`src/rtl/rst_key_pkg.sv`:
```
package rst_key_pkg;
  localparam int unsigned DATA_W    = 32;
  localparam int unsigned KEY_W     = 16;
  localparam int unsigned STRB_W    = DATA_W / 8;
  localparam int unsigned N_RST     = 2;
  localparam int unsigned KEY_LSB   = DATA_W - KEY_W;
  localparam logic [KEY_W-1:0] KEY_VALUE = 16'hDEAD;

  // Bit positions of the reset lines inside the register word
  typedef enum int unsigned {
    RST_MEZZ = 0,
    RST_CORE = 1
  } rst_line_e;

  typedef logic [N_RST-1:0] rst_vec_t;
  localparam rst_vec_t RST_INIT = '1;
endpackage

```
`src/rtl/rst_key_decode.sv`:
```
module rst_key_decode
  import rst_key_pkg::*;
(
  input  logic              wr_en,
  input  logic [DATA_W-1:0] wr_data,
  output logic              upd_en,
  output rst_vec_t          upd_val
);
  logic key_match;

  assign key_match = (wr_data[KEY_LSB +: KEY_W] == KEY_VALUE);
  assign upd_en    = wr_en & key_match;

  // Each reset line takes its own bit from the write word
  for (genvar g = 0; g < N_RST; g++) begin : g_line
    assign upd_val[g] = wr_data[g];
  end
endmodule

```
`src/rtl/rst_key_state.sv`:
```
module rst_key_state
  import rst_key_pkg::*;
(
  input  logic     clk,
  input  logic     rst_n,
  input  logic     upd_en,
  input  rst_vec_t upd_val,
  output rst_vec_t state
);
  always_ff @(posedge clk or negedge rst_n) begin
    if (!rst_n)      state <= RST_INIT;
    else if (upd_en) state <= upd_val;
  end

  p_keyed_update_r2: assert property (@(posedge clk) disable iff (!rst_n)
    upd_en |=> state == $past(upd_val));

  p_hold_unkeyed_r8: assert property (@(posedge clk) disable iff (!rst_n)
    !upd_en |=> $stable(state));
endmodule

```
`src/rtl/rst_key_ctrl.sv`:
```
module rst_key_ctrl
  import rst_key_pkg::*;
(
  input  logic              clk,
  input  logic              rst_n,
  input  logic              wr_en,
  input  logic [DATA_W-1:0] wr_data,
  input  logic [STRB_W-1:0] wr_strb,
  output logic [DATA_W-1:0] rd_data,
  output logic              mezz_rst_o,
  output logic              core_rst_o
);
  logic     upd_en;
  rst_vec_t upd_val;
  rst_vec_t state;

  rst_key_decode u_decode (
    .wr_en   (wr_en),
    .wr_data (wr_data),
    .upd_en  (upd_en),
    .upd_val (upd_val)
  );

  rst_key_state u_state (
    .clk     (clk),
    .rst_n   (rst_n),
    .upd_en  (upd_en),
    .upd_val (upd_val),
    .state   (state)
  );

  assign mezz_rst_o = state[RST_MEZZ];
  assign core_rst_o = state[RST_CORE];
  assign rd_data    = {{(DATA_W-N_RST){1'b0}}, state};

  // a word without the exact key in the upper half changes nothing
  p_nokey_stable_r3: assert property (@(posedge clk) disable iff (!rst_n)
    (wr_en && wr_data[KEY_LSB +: KEY_W] != KEY_VALUE)
      |=> $stable({core_rst_o, mezz_rst_o}));

  // read port mirrors the reset pins
  p_rd_mirror_r5: assert property (@(posedge clk) disable iff (!rst_n)
    rd_data[1:0] == {core_rst_o, mezz_rst_o});

  // a keyed write with every strobe low still updates
  p_strb_ignored_r6: assert property (@(posedge clk) disable iff (!rst_n)
    (wr_en && wr_strb == '0 && wr_data[KEY_LSB +: KEY_W] == KEY_VALUE)
      |=> {core_rst_o, mezz_rst_o} == $past(wr_data[1:0]));

  // junk in the middle bits of a keyed word never reaches the read port
  p_mid_ignored_r7: assert property (@(posedge clk) disable iff (!rst_n)
    (wr_en && (|wr_data[KEY_LSB-1:N_RST]))
      |=> rd_data[DATA_W-1:N_RST] == '0);
endmodule

```
`config.mk`:
```
export PLATFORM = sky130hd
export DESIGN_NAME = rst_key_ctrl
export DESIGN_NICKNAME = d
export VERILOG_FILES = /design/src/rtl/rst_key_pkg.sv /design/src/rtl/rst_key_decode.sv /design/src/rtl/rst_key_state.sv /design/src/rtl/rst_key_ctrl.sv
export SDC_FILE = /design/constraint.sdc
export NUM_CORES = 1
export LEC_CHECK = 0
export ABC_AREA = 1
export BUFFER_PORTS_ARGS = -buffer_cell sky130_fd_sc_hd__buf_2
export CORE_AREA = 10 10 54 56
export DETAILED_ROUTE_END_ITERATION = 7
export DIE_AREA = 0 0 64 66
export GPL_ROUTABILITY_DRIVEN = 0
export PLACE_DENSITY = 0.7
export REMOVE_ABC_BUFFERS = 1
export SETUP_SLACK_MARGIN = 0.1
export SLEW_MARGIN = 25
export SYNTH_ARGS = -nofsm -noshare
export SYNTH_HDL_FRONTEND = slang
export SYNTH_SLANG_ARGS = --single-unit
export TNS_END_PERCENT = 30
```
`constraint.sdc`:
```
create_clock -name clk -period 0.8 [get_ports clk]
set_input_delay 0.04 -clock clk [delete_from_list [all_inputs] [get_ports clk]]
set_output_delay 0.04 -clock clk [all_outputs]
set_load 0.01 [all_outputs]
```
==> results.sh <==
export IMPL_final_net_count=125
export IMPL_place_port_buffers=24
export IMPL_clock_sink_count=2
export IMPL_violated_checks="setup timing"
export IMPL_timing_clock_skew_ns=0
export IMPL_drtAntennaViolNets=0
export IMPL_seq_area_frac_synth_pct=12.8
export IMPL_stdcell_area_um2=477
export IMPL_max_vdd_ir_drop_mv=0.484
export IMPL_drt_drc_violations_left=0
export IMPL_area_growth_pct=16.5
export IMPL_floorplan_die_height_um=66
export IMPL_registers_top_by_ff_count="u_state.state"
export IMPL_layout_area_seq_um2=52.6
export IMPL_first_global_vias=378
export IMPL_detailroute_via_count=332
export IMPL_diodes=0
export IMPL_ioPinCount=73
export IMPL_fillers=232
export IMPL_synth_top_cell_area_share_pct=58.7
export IMPL_syn_area_per_cell_um2=6.93
export IMPL_postPlaceCellArea_um2=432
export IMPL_core_area_mm2=0.00190
export IMPL_route_detailed_vias_per_inst=2.99
export IMPL_floorplan_initialDensity_pct=21.5
export IMPL_crit_family="flip-flops"
export IMPL_worstPathArrival_ns=0.88
export IMPL_clock_tree_buffer_depth=2
export IMPL_mostFrequentLayoutCells="30 x sky130_fd_sc_hd__conb_1, 22 x sky130_fd_sc_hd__buf_2, 10 x sky130_fd_sc_hd__nand2_1"
export IMPL_grt_setup_unrepaired="yes"
export IMPL_final_common_cell="sky130_fd_sc_hd__conb_1"
export IMPL_grt_start_max_net_pins=4
export IMPL_grt_first_pass_wirelength_um=1680
export IMPL_initial_antenna_violation_count=0
export IMPL_seq_power_share_pct=22.6
export IMPL_grt_use_total_pct=5.03
export IMPL_multi_input_area_um2=210
export IMPL_period_minus_slack_ns=0.917
export IMPL_finalMaxSlewViolations=0
export IMPL_largest_reg_flops=2
export IMPL_post_dp_hpwl_um=1030
export IMPL_clock_network_fraction_of_total_power_pct=47.4
export IMPL_hold_viol=0
export IMPL_synth_seq_cells=2
export IMPL_startpoint_type="register"
export IMPL_critical_path_n_buffers_inverters=1
export IMPL_die_area_mm2=0.00422
export IMPL_critical_path_cell_chain="buf_6"
export IMPL_dp_worst_setup_slack_ns=-0.0212
export IMPL_post_place_cells=107
export IMPL_hp_class="primary input to register"
export IMPL_max_cap_violations=0
export IMPL_worst_path_largest_cell_delay_ns=0.55
export IMPL_post_cts_repair_setup_buffers=0
export IMPL_drtIter0Drc=4
export IMPL_powerDensity_mw_per_mm2=953
export IMPL_power_leakage_uw=0.000290
export IMPL_die_w_um=64
export IMPL_grt_ovfl_total=0
export IMPL_clockRootBuffer="sky130_fd_sc_hd__clkbuf_4"
export IMPL_totalWireLength_um=1070
export IMPL_final_cell_count_no_fill=111
export IMPL_setup_worst_path_end_class="output port"
export IMPL_power_frac_comb_pct=30.0
export IMPL_synth_area_top_cells="sky130_fd_sc_hd__buf_4 59%, sky130_fd_sc_hd__dfstp_2 13%, sky130_fd_sc_hd__nand2_1 9.2%"
export IMPL_power_switching_uw=143
export IMPL_worstSkewPairLatency_ns=0.22
export IMPL_cts_buffers=3
export IMPL_setup_viol=6
export IMPL_worst_setup_path_type="register to output port"
export IMPL_fmaxAchievable_mhz=1090
export IMPL_post_synth_top_area_cell="sky130_fd_sc_hd__buf_4"
export IMPL_synth_cell_types=10
export IMPL_run_status="complete, but fails checks"
export IMPL_gate_count_post_synth=59
export IMPL_power_internal_uw=312
export IMPL_clkSlewWorstSetupHoldPaths_ns=0.03
export IMPL_drive_gt1_share_pct=38.1
export IMPL_iteration_count_of_the_initial_detailed_routing_pass=2
export IMPL_post_layout_total_power_uw=454
export IMPL_fin_setup_tns_ns=-0.498
export IMPL_critical_path_slowest_cell="sky130_fd_sc_hd__dfstp_2"
export IMPL_timing_critical_path_required_ns=0.76
export IMPL_avgRoutedWirePerCell_um=9.59
export IMPL_fin_crit_sh_pct=115
export IMPL_reg_top3="u_state.state (2)"
export IMPL_num_rows=16
export IMPL_worstPathMaxFanout=3
export IMPL_tritoncts="done"
export IMPL_setup_slack_ns=-0.117
export IMPL_power_switching_fraction_pct=31.4
export IMPL_netlist_area_um2=409
export IMPL_yosys_warnings=0
export IMPL_htree_num_levels=1
## cell type report
type,instances,area share (%)
multi-input combinational,50,44.1
timing repair buffer,25,29.9
sequential,2,11.0
tap,27,7.09
clock buffer,3,4.72
inverter,4,3.15
## tightest hold or removal path: stages
cell and delay, ns:
sky130_fd_sc_hd__buf_2 0.09, sky130_fd_sc_hd__nand2_1 0.05, sky130_fd_sc_hd__nand2_1 0.05
## routing by layer
layer / track usage [%] / part of all wire, %
met5: 0 / 0
met2: 9.20 / 57
met3: 4.75 / 21
met4: 3.28 / 0
met1: 3.02 / 22
## synthesized netlist by cell type
cell                       instances
sky130_fd_sc_hd__buf_4            32
sky130_fd_sc_hd__nand2_1          10
sky130_fd_sc_hd__inv_1             4
sky130_fd_sc_hd__nor2_1            4
sky130_fd_sc_hd__dfstp_2           2
sky130_fd_sc_hd__nor2_2            2
sky130_fd_sc_hd__o21bai_1          2
sky130_fd_sc_hd__conb_1            1
sky130_fd_sc_hd__nand3_2           1
sky130_fd_sc_hd__nand3b_1          1
## power by group through the flow
stage | logic (µW) | registers [µW] | clock network [µW]
after global routing | 157 | 102 | 249
after CTS | 129 | 102 | 230
after floorplan | 76.4 | 103 | 0
final | 136 | 103 | 215
after global placement | 123 | 103 | 0
after detailed placement | 125 | 103 | 0
## logic make-up (layout without fill, tap and decap cells)
family,count (synthesis),in the layout,share of synthesized area [%]
other,1,30,0.917
and+or+nand+nor,18,18,20.2
DFF,2,2,12.8
AOI/OAI and AO/OA,2,2,3.67
buffers and inverters,36,32,62.4
## path summary, 6_finish.rpt
kind	start	end	slack, ns	depth (start not counted)
worst max-delay path	u_state.state[0]$_DFFE_PN1P_	rd_data[0]	-0.12	1
min in group asynchronous	rst_n	u_state.state[0]$_DFFE_PN1P_	0.30	2
worst max register to register	u_state.state[0]$_DFFE_PN1P_	u_state.state[0]$_DFFE_PN1P_	-0.05	3
worst min register to register	u_state.state[1]$_DFFE_PN1P_	u_state.state[1]$_DFFE_PN1P_	0.55	3
worst min-delay path	wr_data[1]	u_state.state[1]$_DFFE_PN1P_	0.02	3
max in group asynchronous	rst_n	u_state.state[1]$_DFFE_PN1P_	0.48	2
## timing repair
item	in CTS	in global routing
hold endpoints to repair	2	0
gates resized for setup	2	0
endpoints found under the setup margin	6	6
hold buffers	1	0
pin swaps	0	0
## stage by stage
stage | hold slack, ns | util (%)
final | 0.0195 | 25.1
after global routing | 0.0298 | 25.1
after CTS | 0.0130 | 25.1
after detailed placement | -0.00257 | 22.7
after global placement | -0.0107 | 22.7
after floorplan | -0.108 | -
No activity file was read; power rests on OpenSTA's default activity.
